==> src/rtl/ptrig_pkg.sv <==
package ptrig_pkg;

  typedef enum logic [1:0] {
    CFG_MASK  = 2'd0,
    CFG_VALUE = 2'd1,
    CFG_CTRL  = 2'd2,
    CFG_NONE  = 2'd3
  } cfg_kind_e;

  // Pattern test on a bus padded to 32 bits: all masked bits equal, mask non-zero.
  function automatic logic pattern_hit(input logic [31:0] bus,
                                       input logic [31:0] value,
                                       input logic [31:0] mask);
    return (mask != 32'd0) && (((bus ^ value) & mask) == 32'd0);
  endfunction

  // One level step with saturation at the ceiling.
  function automatic logic [7:0] level_step(input logic [7:0] lvl,
                                            input logic [7:0] ceiling);
    return (lvl >= ceiling) ? ceiling : lvl + 8'd1;
  endfunction

endpackage

==> src/rtl/ptrig_stage.sv <==
module ptrig_stage
  import ptrig_pkg::*;
#(
  parameter int NUM_CH = 32,
  parameter int LVL_W  = 2
) (
  input  logic              clk,
  input  logic              rst_n,
  input  logic              wr_en,
  input  logic [1:0]        wr_kind,
  input  logic [NUM_CH-1:0] wr_data,
  input  logic [NUM_CH-1:0] bus,
  input  logic [LVL_W-1:0]  level,
  output logic              hit_o,
  output logic              start_o
);

  logic [NUM_CH-1:0] mask_q;
  logic [NUM_CH-1:0] value_q;
  logic [LVL_W-1:0]  arm_q;
  logic              start_q;
  logic              armed;
  logic              pat_ok;

  always_ff @(posedge clk or negedge rst_n) begin
    if (!rst_n) begin
      mask_q  <= '0;
      value_q <= '0;
      arm_q   <= '0;
      start_q <= 1'b0;
    end else if (wr_en) begin
      case (cfg_kind_e'(wr_kind))
        CFG_MASK:  mask_q  <= wr_data;
        CFG_VALUE: value_q <= wr_data;
        CFG_CTRL: begin
          arm_q   <= wr_data[LVL_W-1:0];
          start_q <= wr_data[LVL_W];
        end
        default: ;
      endcase
    end
  end

  assign armed   = (arm_q <= level);
  assign pat_ok  = pattern_hit(32'(bus), 32'(value_q), 32'(mask_q));
  assign hit_o   = armed && pat_ok;
  assign start_o = start_q;

endmodule

==> src/rtl/ptrig_seq.sv <==
module ptrig_seq
  import ptrig_pkg::*;
#(
  parameter int NUM_STAGES = 4,
  parameter int LVL_W      = 2,
  parameter int MAX_LEVEL  = 3
) (
  input  logic                  clk,
  input  logic                  rst_n,
  input  logic                  clear_i,
  input  logic                  smp_en_i,
  input  logic [NUM_STAGES-1:0] hit,
  input  logic [NUM_STAGES-1:0] is_start,
  output logic                  start_evt,
  output logic                  adv_evt,
  output logic                  cap_start_o,
  output logic [LVL_W-1:0]      level_o
);

  logic [LVL_W-1:0] level_q;
  logic [LVL_W-1:0] level_nx;
  logic             fired_q;
  logic             cap_q;

  assign start_evt = smp_en_i && |(hit & is_start);
  assign adv_evt   = smp_en_i && |(hit & ~is_start);
  assign level_nx  = LVL_W'(level_step(8'(level_q), 8'(MAX_LEVEL)));

  always_ff @(posedge clk or negedge rst_n) begin
    if (!rst_n) begin
      level_q <= '0;
      fired_q <= 1'b0;
      cap_q   <= 1'b0;
    end else if (clear_i) begin
      level_q <= '0;
      fired_q <= 1'b0;
      cap_q   <= 1'b0;
    end else begin
      cap_q <= 1'b0;
      if (!fired_q) begin
        if (start_evt) begin
          cap_q   <= 1'b1;
          fired_q <= 1'b1;
        end else if (adv_evt) begin
          level_q <= level_nx;
        end
      end
    end
  end

  assign cap_start_o = cap_q;
  assign level_o     = level_q;

endmodule

==> src/rtl/ptrig_unit.sv <==
module ptrig_unit
  import ptrig_pkg::*;
#(
  parameter int NUM_CH     = 32,
  parameter int NUM_STAGES = 4,
  localparam int SEL_W     = $clog2(NUM_STAGES),
  localparam int LVL_W     = $clog2(NUM_STAGES),
  localparam int MAX_LEVEL = NUM_STAGES - 1
) (
  input  logic              clk,
  input  logic              rst_n,
  input  logic              clear_i,
  input  logic              cfg_we_i,
  input  logic [SEL_W-1:0]  cfg_sel_i,
  input  logic [1:0]        cfg_kind_i,
  input  logic [NUM_CH-1:0] cfg_data_i,
  input  logic              smp_en_i,
  input  logic [NUM_CH-1:0] smp_i,
  output logic              cap_start_o,
  output logic [LVL_W-1:0]  level_o
);

  logic [NUM_STAGES-1:0] stage_hit;
  logic [NUM_STAGES-1:0] stage_start;
  logic                  start_evt;
  logic                  adv_evt;

  for (genvar s = 0; s < NUM_STAGES; s++) begin : g_stage
    logic wr_this;
    assign wr_this = cfg_we_i && (cfg_sel_i == SEL_W'(s));
    ptrig_stage #(.NUM_CH(NUM_CH), .LVL_W(LVL_W)) u_stage (
      .clk     (clk),
      .rst_n   (rst_n),
      .wr_en   (wr_this),
      .wr_kind (cfg_kind_i),
      .wr_data (cfg_data_i),
      .bus     (smp_i),
      .level   (level_o),
      .hit_o   (stage_hit[s]),
      .start_o (stage_start[s])
    );
  end

  ptrig_seq #(.NUM_STAGES(NUM_STAGES), .LVL_W(LVL_W), .MAX_LEVEL(MAX_LEVEL)) u_seq (
    .clk         (clk),
    .rst_n       (rst_n),
    .clear_i     (clear_i),
    .smp_en_i    (smp_en_i),
    .hit         (stage_hit),
    .is_start    (stage_start),
    .start_evt   (start_evt),
    .adv_evt     (adv_evt),
    .cap_start_o (cap_start_o),
    .level_o     (level_o)
  );

endmodule

==> config.mk <==
export PLATFORM = sky130hd
export DESIGN_NAME = ptrig_unit
export DESIGN_NICKNAME = d
export VERILOG_FILES = /design/src/rtl/ptrig_pkg.sv /design/src/rtl/ptrig_stage.sv /design/src/rtl/ptrig_seq.sv /design/src/rtl/ptrig_unit.sv
export SDC_FILE = /design/constraint.sdc
export NUM_CORES = 1
export LEC_CHECK = 0
export BUFFER_PORTS_ARGS = -buffer_cell sky130_fd_sc_hd__buf_2
export CORE_ASPECT_RATIO = 0.7
export CORE_MARGIN = 4
export CORE_UTILIZATION = 40
export CTS_BUF_LIST = sky130_fd_sc_hd__clkbuf_8
export DETAILED_ROUTE_END_ITERATION = 10
export PLACE_DENSITY = 0.66
export SYNTH_ARGS = -nofsm -noshare
export SYNTH_HDL_FRONTEND = slang
export SYNTH_SLANG_ARGS = --single-unit
==> constraint.sdc <==
create_clock -name clk -period 4.65 [get_ports clk]
set_input_delay 0.93 -clock clk [delete_from_list [all_inputs] [get_ports clk]]
set_output_delay 0.93 -clock clk [all_outputs]
set_load 0.02 [all_outputs]
Yosys cells after proc, flatten, opt, wreduce, memory -nomap -nowiden
Index checks and enable logic that the tools add are counted.

Output and inout port bits: 3. Bits in registers: 272. Logic and storage cells: 93.

Mux-type cells: 10. Equal/unequal tests: 7. Order comparisons: 5. $add $sub $neg: 1. Bitwise operators: 11. Reduce and logical (&&, ||, !) cells: 40.

Operators by type and width (number): AND 32 bit (4); zero test 32 bit (4); nonzero test 32 bit (4); XOR 32 bit (4); AND reduction 2 bit (12); logical AND 1 bit (14); two-way mux 2 bit (5); AND 4 bit (2); less-or-equal comparator 2 bit (4); OR reduction 4 bit (2); equality test 2 bit (second input constant) (3); two-way mux 1 bit (5); equality test 2 x 1 -> 1 bit (second input constant) (2); zero test 2 bit (2); != test 2 bit (second input constant) (2); inverter 4 bit (1); AND reduction 3 bit (1); adder 2 x 1 -> 2 bit (second input constant) (1); >= comparator 2 bit (second input constant) (1); nonzero test 2 bit (1).

Depth between registers and ports, before layout
Gate-level depths: netlist (run 1).

Word-level depth: 12. Gate-level depth with buffers: 10.

Modules after synthesis
A second synthesis (run 1) with hierarchy kept.

Cell total of the unflattened synthesis: 875. Area total of the unflattened synthesis: 12540.8 um^2.

Modules (own cells, without submodules): ptrig_stage (cells each 212, times used 4, seq. area each 1676.6 um^2, area each 3070.4 um^2); ptrig_seq (cells each 23, times used 1, seq. area each 100.1 um^2, area each 221.5 um^2); ptrig_unit (cells each 4, times used 1, seq. area each 0.0 um^2, area each 37.5 um^2).

Least setup slack after synthesis (run 1)
Ideal clock, no wire load.

Kind: input -> register. Start point: input port smp_i[23]. End point: register u_seq.level_q[0] (netlist: u_seq.level_o[0]). Stages on the path: 8. Slack: 2.205 ns. Path buffers: 0. Setup time: 0.122 ns. Arrival time: 2.323 ns. Cell sequence: xor2_1 -> a22oi_1 -> nand4_1 -> nor4_4 -> nand3_1 -> a41oi_2 -> a31oi_1 -> o22a_1.

Word-level cells in the longest chain between the ends: 10. Elaborated cells on any way between the ends: 29. Classes of those cells: 1 x eq/ne; 10 x bitwise; 18 x reduce/logical.

RTL lines: start: declaration (RTL line ptrig_unit.sv:18) `input logic [NUM_CH-1:0] smp_i,`; XOR 32 bit (RTL line ptrig_pkg.sv:14) `return (mask != 32'd0) && (((bus ^ value) & mask) == 32'd0);`; AND 32 bit (RTL line ptrig_pkg.sv:14); zero test 32 bit (RTL line ptrig_pkg.sv:14); logical AND 1 bit (RTL line ptrig_pkg.sv:14); logical AND 1 bit (RTL line ptrig_stage.sv:46) `assign hit_o = armed && pat_ok;`; AND 4 bit, on equally long branches (RTL line ptrig_seq.sv:25, ptrig_seq.sv:26); OR reduction 4 bit, on equally long branches (RTL line ptrig_seq.sv:25, ptrig_seq.sv:26); logical AND 1 bit, on equally long branches (RTL line ptrig_seq.sv:25, ptrig_seq.sv:26); != test 2 bit (no line) or nonzero test 2 bit (tied branches); AND reduction 3 bit (no line) *; end signal: assignment (RTL line ptrig_seq.sv:45) `level_q <= level_nx;`; end: declaration (RTL line ptrig_seq.sv:20) `logic [LVL_W-1:0] level_q;`.

Every way passes the cells marked *; elsewhere a longest branch is shown, timed or not. A chain may end at the register's enable or synchronous reset.

Final worst setup path (run 1)
Start point: register u_seq.level_q[1] (netlist: u_seq.level_o[1]). End point: register u_seq.level_q[1] (netlist: u_seq.level_o[1]).

Word-level cells in the longest chain between the ends: 7. Elaborated cells on any way between the ends: 24. Classes of those cells: 1 x add/sub; 5 x order compare; 1 x eq/ne; 5 x mux; 2 x bitwise; 10 x reduce/logical.

RTL lines: less-or-equal comparator 2 bit (RTL line ptrig_stage.sv:44) `assign armed = (arm_q <= level);`; logical AND 1 bit (RTL line ptrig_stage.sv:46); AND 4 bit, on equally long branches (RTL line ptrig_seq.sv:25, ptrig_seq.sv:26); OR reduction 4 bit, on equally long branches (RTL line ptrig_seq.sv:25, ptrig_seq.sv:26); logical AND 1 bit, on equally long branches (RTL line ptrig_seq.sv:25, ptrig_seq.sv:26); != test 2 bit (no line) or nonzero test 2 bit (tied branches); AND reduction 3 bit (no line).

Several ways; a longest one is shown, not always the timed one. The select of a mux whose other input is x is not followed.

==> results of run 1 <==
-- through the flow --
stage                     cell area (um2)  hold WS [ns]  worst slack (ns)  power, uW  std cells
final                               14100         0.262              1.58       6730       1447
after global placement              13300         0.467              1.47       4790       1378
after CTS                           14100         0.243              1.62       6760       1447
after floorplan                     12400         0.416              2.21       4170        912
after detailed placement            13300         0.472              1.47       4850       1378
after global routing                14100         0.254              1.35       7070       1447
-- logic make-up (layout without fill, tap and decap cells) --
group,count (synthesis),in the layout,synth area share
AND/OR/NAND/NOR,118,118,0.0549
buffers and inverters,41,164,0.0124
AO/OA/AOI/OAI,83,83,0.0490
flip-flops,272,272,0.548
adder cells (fa/ha/maj),8,8,0.00806
XOR/XNOR,128,128,0.0903
multiplexers,262,262,0.238
-- state kept, by name, indices dropped and copies added, names as in the netlist --
name,count
g_stage.u_stage.arm_q,8
g_stage.u_stage.mask_q,128
g_stage.u_stage.start_o,4
g_stage.u_stage.value_q,128
u_seq.cap_start_o,1
u_seq.fired_q,1
u_seq.level_o,2
-- how the worst max path moves through the flow --
| stage | startpoint | endpoint | slack, ns | depth (start not counted) |
|---|---|---|---|---|
| finish | u_seq.level_o[1]$_DFFE_PN0P_ | u_seq.level_o[1]$_DFFE_PN0P_ | 1.58 | 10 |
| global route | u_seq.level_o[1]$_DFFE_PN0P_ | u_seq.level_o[1]$_DFFE_PN0P_ | 1.35 | 10 |
| CTS | u_seq.level_o[1]$_DFFE_PN0P_ | u_seq.level_o[1]$_DFFE_PN0P_ | 1.62 | 10 |
| detailed placement | smp_i[23] | u_seq.level_o[0]$_DFFE_PN0P_ | 1.47 | 9 |
| global placement | smp_i[23] | u_seq.level_o[1]$_DFFE_PN0P_ | 1.47 | 9 |
| floorplan | smp_i[23] | u_seq.level_o[0]$_DFFE_PN0P_ | 2.21 | 8 |
-- placed cells by master (no fill, tap or decap), drive strengths merged --
master and n:
dfrtp 272, mux2 262, xor2 128, buf 85, a22oi 54, clkbuf 51
nor4 36, inv 26, nand4 20, nand2 16, o21ai 14, nand3 13
nor2 11, ha 8, nor2b 6, nand2b 6, a22o 4, a222oi 4
nor3 4, nand3b 3, a21oi 2, or3 2, a41oi 2, a21o 1
a31oi 1, o22a 1, nor3b 1, clkinvlp 1, clkinv 1
-- power by group through the flow --
stage	logic (uW)	clock network, uW	registers (uW)
5_1_grt	1560	2060	3450
2_1_floorplan	938	0	3240
4_1_cts	1440	1940	3380
3_5_place_dp	1430	0	3420
3_3_place_gp	1400	0	3390
6_report	1440	1900	3390
-- per-layer routing --
layer  GRT usage  vias to the layer above  wire, um
met5           0                        -        11
met4      0.0457                        2       556
met3      0.0512                       53      2940
met2       0.297                      292     14900
met1       0.338                     4274     17600
li1            -                     3522         -
-- layout make-up --
cell class,count,share of cell area
flip-flops and latches,272,0.482
multi-input cells,599,0.389
clock buffers,51,0.0498
well taps,412,0.0365
repair buffers,85,0.0344
clock inverters,18,0.00514
inverters,10,0.00266
-- synthesized netlist by cell type (all sizes together) --
library cell / instances / share of area
dfrtp: 272 / 0.55
mux2: 262 / 0.24
xor2: 128 / 0.090
a22oi: 54 / 0.033
nor4: 36 / 0.020
nand4: 20 / 0.010
clkbuf: 16 / 0.0048
nand2: 16 / 0.0048
buf: 15 / 0.0045
o21ai: 14 / 0.0056
nand3: 13 / 0.0052
nor2: 11 / 0.0033
inv: 10 / 0.0030
ha: 8 / 0.0081
nand2b: 6 / 0.0030
nor2b: 6 / 0.0030
a222oi: 4 / 0.0032
a22o: 4 / 0.0028
nor3: 4 / 0.0016
nand3b: 3 / 0.0018
a21oi: 2 / 0.00081
a41oi: 2 / 0.0020
or3: 2 / 0.0010
a21o: 1 / 0.00060
a31oi: 1 / 0.00050
nor3b: 1 / 0.00060
o22a: 1 / 0.00071
==> results.txt, run 1 <==
crit-path leading delay family: simple AND/OR/NAND/NOR gates
# setup viols final: 0
DRC violations left: 0
mapped cell area: 12400 um2
H-tree depth: 2
Critical Path End Type: register
outcome: completed
Fmax: 326 MHz
Vias: 8143
startpoint types: register
1st-pass router iterations: 5
GR Util All Layers: 0.214
Nets: 1090
worst-path fanout max: 6
CTS clk-pin slew, worst paths: 0.06 ns
Yosys reg bits: 272
PwrDens: 477 nW/um2
switching share of power: 0.318
Final HPWL DP: 26000 um
slowest library cell on the worst path: o21ai_0
syn_area_per_cell: 13.6 um2
Max Cap Viol: 0
Final Wtd Congestion: 1.07
max_slew headroom: 0.332
Longest Clk Path Bufs: 3
Cell Rows: 53
Worst R2R Path Depth: 10
leakage: 0.00634 uW
vias in the first global route: 8353
Post-Route Utilization: 0.466
Detailed Route WL: 36000 um
Die ar.: 34000 um2
I/O pin count: 76
Final Hold Fails: 0
R2R setup slack: 1.58 ns
maximum vdd ir drop: 0.223 mV
clk sinks: 272
Worst Path Arrival: 3.55 ns
chip height: 155 um
Setup Skew: 0.0159 ns
syn nets: 993
Pint: 4600 uW
Die W: 219 um
total grt overflow: 0
Clock Latency Late Sink: 0.56 ns
Worst Hold Class: in -> async
reg-to-reg endpoint: u_seq.level_o[1]$_DFFE_PN0P_
Worst Tran Pin Value: 1.00 ns
Hold-fix buffers, CTS: 0
WS Path Type: reg -> reg
Clock Power Share: 0.282
Storage cell area: 6810 um2
crit path buf inv count: 1
sequential share of the synthesized area: 0.548
Final period util: 0.660
initial DRC count: 737
first-pass GRT wire length: 54500 um
Wirelength per Cell: 24.9 um
root buf cell: clkbuf_8
RSZ-0062 raised after global routing: false
number of buffers created by CTS: 41
Worst path max stage delay: 0.53 ns
# fillers: 2758
routed vias/inst: 5.63
CTS resizes: 0
setup_tns: 0 ns
core area: 30300 um2
sequential power share: 0.503
Req. time, crit path: 5.13 ns
ant diodes: 0
layout cells sized above 1: 0.384
Setup Fix Bufs, Post-CTS: 0
antenna violations before repair: 1
Yosys warnings: 0
TritonCTS clock tree: built
largest net degree at the start of global routing: 92
Yosys cell types: 31
Syn Inst Count: 912
starting density of the core: 0.410
antenna-violating nets left: 0
Syn-to-layout area delta: 13.6%
Port Buffers: 75
Worst R2R Start: u_seq.level_o[1]$_DFFE_PN0P_
Final Critical Period: 3.07 ns
Net Switching: 2140 uW
part of the power in combinational logic: 0.215
final slew viol count: 0
Multi-input gate area: 5490 um2
cell breakdown of the critical path: inv_1 -> ha_1 -> nor2b_1 -> o21ai_0 -> nand4_1 -> nor4_2 -> nand3_1 -> a41oi_2 -> nand3b_1 -> a21oi_1
Power figures use the tool's default switching activity.
==> inputs of run 2 (changes only) <==
ABC_AREA = 1   (was not set)
clock period = 3.21 ns   (was 4.65 ns; I/O delays follow)
==> results.txt, run 2 <==
outcome: completed
Largest regs: g_stage.u_stage.mask_q (128), g_stage.u_stage.value_q (128), g_stage.u_stage.arm_q (8)
Finished Cell Area: 15200 um2
Worst Tran Pin Value: 0.798 ns
antenna-violating nets left: 0
Yosys reg bits: 272
chip height: 161 um
Cell Rows: 55
most frequent cell after synthesis: nand2_1
Fmax: 412 MHz
worst-path fanout max: 5
Worst path max stage delay: 0.41 ns
Longest Clk Path Bufs: 3
Die ar.: 36500 um2
Final HPWL DP: 32100 um
end of the critical path: u_seq.level_o[0]$_DFFE_PN0P_
slowest library cell on the worst path: dfrtp_1
maximum vdd ir drop: 0.290 mV
cell breakdown of the critical path: inv_1 -> ha_1 -> inv_1 -> nor2_1 -> o21ai_0 -> nand3_1 -> nor2_1 -> nand3_1 -> nor2_1 -> nor2_1 -> nand2_1 -> nand2_1 -> nand2_2 -> nand2_2 -> nand2_1 -> nand2_1
WHS: 0.0316 ns
Max Cap Viol: 0
number of buffers created by CTS: 43
mapped cell area: 13400 um2
Worst Hold Class: in -> async
ys async rst share: 1.00
Tot Pwr: 10300 uW
Clock Latency Late Sink: 0.58 ns
Worst R2R Path Depth: 16
RSZ-0062 raised after global routing: false
leakage: 0.00775 uW
Hold-fix buffers, CTS: 0
Critical Path End Type: register
Syn-to-layout area delta: 13.7%
root buf cell: clkbuf_8
initial DRC count: 1309
I/O pin count: 76
sequential share of the synthesized area: 0.509
total grt overflow: 0
crit-path leading delay family: simple AND/OR/NAND/NOR gates
synth cell count leaders: 602 x nand2_1, 272 x dfrtp_1, 261 x o21ai_0
Final Hold Fails: 0
setup_tns: 0 ns
Syn Inst Count: 1779
1st-pass router iterations: 6
syn_area_per_cell: 7.51 um2
first-pass GRT wire length: 67200 um
share of the synthesized area in the top cell type: 0.509
CTS clk-pin slew, worst paths: 0.07 ns
starting density of the core: 0.410
Setup Skew: 0.0317 ns
DRC violations left: 0
Setup Fix Bufs, Post-CTS: 0
Die W: 227 um
Final period util: 0.756
max_slew headroom: 0.466
top_reg_cell synth: dfrtp_1
Yosys cell types: 25
syn nets: 1860
GR Util All Layers: 0.239
Synth area leader: dfrtp_1
core area: 32600 um2
reg-to-reg endpoint: u_seq.level_o[0]$_DFFE_PN0P_
crit path buf inv count: 2
antenna violations before repair: 2
Yosys warnings: 0
H-tree depth: 2
routed vias/inst: 5.25
Worst R2R Start: u_seq.level_o[1]$_DFFE_PN0P_
largest net degree at the start of global routing: 79
CTS resizes: 0
Req. time, crit path: 3.68 ns
startpoint types: register
vias in the first global route: 11300
Vias: 12200
number of enable flip-flop cells after synthesis: 0
Wirelength per Cell: 18.7 um
TritonCTS clock tree: built
Detailed Route WL: 43400 um
# setup viols final: 0
Nets: 1944
PwrDens: 676 nW/um2
commonest non-fill, non-tap cell in the layout: nand2_1
final slew viol count: 0
clk sinks: 272
Final Wtd Congestion: 1.05
Worst setup startpoint: u_seq.level_o[1]$_DFFE_PN0P_
Synth area leaders: dfrtp_1 51%, nand2_1 17%, o21ai_0 9.8%, nor2_1 5.0%, nand3_1 4.9%
R2R setup slack: 0.78 ns
Worst Path Arrival: 2.90 ns
Final Critical Period: 2.43 ns
highest-count cells in the layout ignoring fill and taps: 598 x nand2_1, 272 x dfrtp_1, 261 x o21ai_0, 178 x nor2_1, 148 x inv_1
Area after DPL: 14300 um2
layout cells sized above 1: 0.0997
WS Path Type: reg -> reg
Crit path depth: 16
Port Buffers: 75
==> run 2: cells by family after synthesis <==
family | synth area share
adders and majority gates | 0.00749
AOI/OAI and AO/OA | 0.104
xor gates and xnor gates | 0.00197
DFF | 0.509
and+or+nand+nor | 0.321
buffers and inverters | 0.0558
==> run 2: area by class of cell <==
cell class / count / area, um2
Sequential cell: 272 / 6810
Inverter: 147 / 552
Tap cell: 427 / 534
Fill cell: 3313 / 17400
Clock buffer: 59 / 812
Multi-Input combinational cell: 1309 / 5840
Antenna cell: 1 / 2.50
Clock inverter: 19 / 88.8
Timing Repair Buffer: 90 / 561
==> run 2: worst register-to-register path, cell delays in order, from the launching register on <==
cell and delay (ns):
dfrtp_1 0.41, inv_1 0.18, ha_1 0.27, inv_1 0.06, nor2_1 0.03, o21ai_0 0.37
nand3_1 0.13, nor2_1 0.17, nand3_1 0.09, nor2_1 0.10, nor2_1 0.05, nand2_1 0.12
nand2_1 0.08, nand2_2 0.09, nand2_2 0.06, nand2_1 0.06, nand2_1 0.05
==> run 2: routing by layer <==
layer | vias up | GRT usage | wire (um) | share of wire
met4 | 2 | 0.0633 | 1070 | 0.025
met1 | 5784 | 0.373 | 21000 | 0.48
met2 | 471 | 0.321 | 17000 | 0.39
met5 | - | 0 | 8 | 0.00018
met3 | 71 | 0.0676 | 4370 | 0.10
li1 | 5863 | - | - | -
==> run 2: report_power, final <==
group / total [uW] / leakage [uW] / internal [uW] / switching [uW]
clock: 3070 / 0.000510 / 1640 / 1430
combinational: 2450 / 0.00382 / 872 / 1580
sequential: 4750 / 0.00342 / 4140 / 607
==> run 2: worst min path at each step <==
| stage | to | slack [ns] |
|---|---|---|
| after floorplan | g_stage[0].u_stage.arm_q[0]$_DFFE_PN0P_ | 0.35 |
| after global placement | u_seq.cap_start_o$_DFF_PN0_ | 0.45 |
| final | g_stage[1].u_stage.mask_q[28]$_DFFE_PN0P_ | 0.03 |
| after detailed placement | u_seq.cap_start_o$_DFF_PN0_ | 0.45 |
| after global routing | g_stage[1].u_stage.mask_q[28]$_DFFE_PN0P_ | 0.06 |
| after CTS | g_stage[1].u_stage.mask_q[28]$_DFFE_PN0P_ | 0.05 |
==> run 2: metrics by stage <==
step	setup WS, ns	cells	utilization
after floorplan	1.18	1779	-
after CTS	0.851	2323	0.466
after global placement	0.729	2245	0.438
final	0.784	2324	0.466
after global routing	0.547	2324	0.466
after detailed placement	0.684	2245	0.438
==> inputs of run 3 (changes only) <==
clock period = 2.5 ns   (was 3.21 ns; I/O delays follow)
==> results.txt, run 3 (synthesized netlist as in run 2, its figures left out) <==
Final HPWL DP: 32200 um
sequential power share: 0.466
H-tree depth: 2
non-filler instance count after layout: 2320
Critical Path End Type: register
Worst Hold Class: in -> reg
Crit path depth: 16
Final period util: 0.934
Final Wtd Congestion: 1.03
setup_tns: 0 ns
CTS clk-pin slew, worst paths: 0.06 ns
Fmax: 428 MHz
Tot Pwr: 13100 uW
Syn-to-layout area delta: 13.5%
Setup Skew: 0.0124 ns
ant diodes: 0
crit path buf inv count: 2
post-layout worst setup margin: 0.165 ns
root buf cell: clkbuf_8
chip height: 161 um
crit-path leading delay family: simple AND/OR/NAND/NOR gates
Pint: 8450 uW
Worst Tran Pin Value: 0.722 ns
I/O pin count: 76
# fillers: 3302
max_slew headroom: 0.519
reg-to-reg endpoint: u_seq.level_o[0]$_DFFE_PN0P_
Final Critical Period: 2.33 ns
DRC violations left: 0
first-pass GRT wire length: 67400 um
largest net degree at the start of global routing: 74
initial DRC count: 1306
Net Switching: 4640 uW
Detailed Route WL: 44100 um
worst-path fanout max: 5
startpoint types: register
Port Buffers: 75
end of the critical path: u_seq.level_o[0]$_DFFE_PN0P_
commonest non-fill, non-tap cell in the layout: nand2_1
# setup viols final: 0
outcome: completed
Max Cap Viol: 0
leakage: 0.00776 uW
Req. time, crit path: 2.96 ns
antenna-violating nets left: 0
routed vias/inst: 5.24
Finished Cell Area: 15200 um2
antenna violations before repair: 1
slowest library cell on the worst path: dfrtp_2
number of buffers created by CTS: 44
1st-pass router iterations: 5
GR Util All Layers: 0.242
layout cells sized above 1: 0.0967
Area after DPL: 14300 um2
Cell Rows: 55
part of the power in combinational logic: 0.245
TritonCTS clock tree: built
Worst R2R Path Depth: 16
Die W: 227 um
placed insts: 2245
core area: 32600 um2
WS Path Type: reg -> reg
Nets: 1946
highest-count cells in the layout ignoring fill and taps: 598 x nand2_1, 271 x dfrtp_1, 257 x o21ai_0, 178 x nor2_1, 153 x inv_1
final slew viol count: 0
Worst path max stage delay: 0.45 ns
maximum vdd ir drop: 0.403 mV
Worst setup startpoint: u_seq.level_o[1]$_DFFE_PN0P_
Die ar.: 36500 um2
Worst R2R Start: u_seq.level_o[1]$_DFFE_PN0P_
Largest regs: g_stage.u_stage.mask_q (128), g_stage.u_stage.value_q (128), g_stage.u_stage.arm_q (8)
cell breakdown of the critical path: inv_1 -> ha_1 -> inv_1 -> nor2_1 -> o21ai_1 -> nand3_1 -> nor2_1 -> nand3_1 -> nor2_1 -> nor2_1 -> nand2_1 -> nand2_1 -> nand2_2 -> nand2_2 -> nand2_1 -> nand2_1
starting density of the core: 0.410
Worst Hold Depth: 3
Worst Path Arrival: 2.80 ns
clk sinks: 272
vias in the first global route: 11000
Final Hold Fails: 0
Place WS: 0.0241 ns
Vias: 12200
Wirelength per Cell: 19.0 um
switching share of power: 0.354
Clock Latency Late Sink: 0.57 ns
R2R setup slack: 0.17 ns
total grt overflow: 0
Longest Clk Path Bufs: 3
PwrDens: 863 nW/um2
Clock Power Share: 0.290
[run 3: cell count changes in the layout (fill, tap and decap cells not counted), sizes merged]
cell and change:
clkbuf -6, inv +4, clkinv -2, bufinv +1
clkinvlp -1, diode -1, dlygate4sd3 +1
[run 3: power by group through the flow]
stage / combinational [uW] / sequential [uW] / clock (uW)
after global placement: 3070 / 6120 / 0
after detailed placement: 3130 / 6140 / 0
after global routing: 3630 / 6220 / 4090
after CTS: 3140 / 6080 / 3870
final: 3200 / 6100 / 3800
after floorplan: 2060 / 5910 / 0
[run 3: area by class of cell]
class	count	area (um2)	share of cell area
tap	427	534	0.0352
sequential	272	6810	0.449
clock buffer	53	729	0.0481
inverter	147	552	0.0364
clock inverter	21	111	0.00734
multi-input combinational	1309	5850	0.385
timing repair buffer	91	596	0.0392
[run 3: through the flow]
| step | util | hold WS [ns] |
|---|---|---|
| after floorplan | - | 0.204 |
| final | 0.465 | 0.148 |
| after detailed placement | 0.439 | 0.426 |
| after CTS | 0.465 | 0.118 |
| after global routing | 0.465 | 0.139 |
| after global placement | 0.439 | 0.429 |
[run 3: metal layers]
metal	track usage	vias up	wire length (um)	part of all wire
li1	-	5867	-	-
met1	0.393	5706	21700	0.49
met2	0.320	508	17100	0.39
met3	0.0629	76	4340	0.098
met4	0.0523	2	908	0.021
met5	0	-	13	0.00029
[run 3: worst min path at each step]
stage                                        from                                         end  slack [ns]
after floorplan                             rst_n     g_stage[0].u_stage.arm_q[0]$_DFFE_PN0P_        0.20
final                               cfg_data_i[4]   g_stage[1].u_stage.value_q[4]$_DFFE_PN0P_        0.15
after global placement                      rst_n  g_stage[1].u_stage.value_q[28]$_DFFE_PN0P_        0.43
after global routing                cfg_data_i[6]   g_stage[1].u_stage.value_q[6]$_DFFE_PN0P_        0.14
after CTS                          cfg_data_i[11]  g_stage[1].u_stage.value_q[11]$_DFFE_PN0P_        0.12
after detailed placement  u_seq.fired_q$_DFF_PN0_                 u_seq.cap_start_o$_DFF_PN0_        0.43
[run 3: what timing repair did]
item,CTS,global route
setup endpoints to repair,0,4
buffers inserted,0,0
hold buffers,1,0
hold endpoints to repair,42,0
resized for setup,0,7
[run 3: worst min-delay path, delay by kind of cell]
kind / cells / cell delay [ns]
buf+inv: 1 / 0.09
simple gates: 1 / 0.04
compound gates: 1 / 0.06
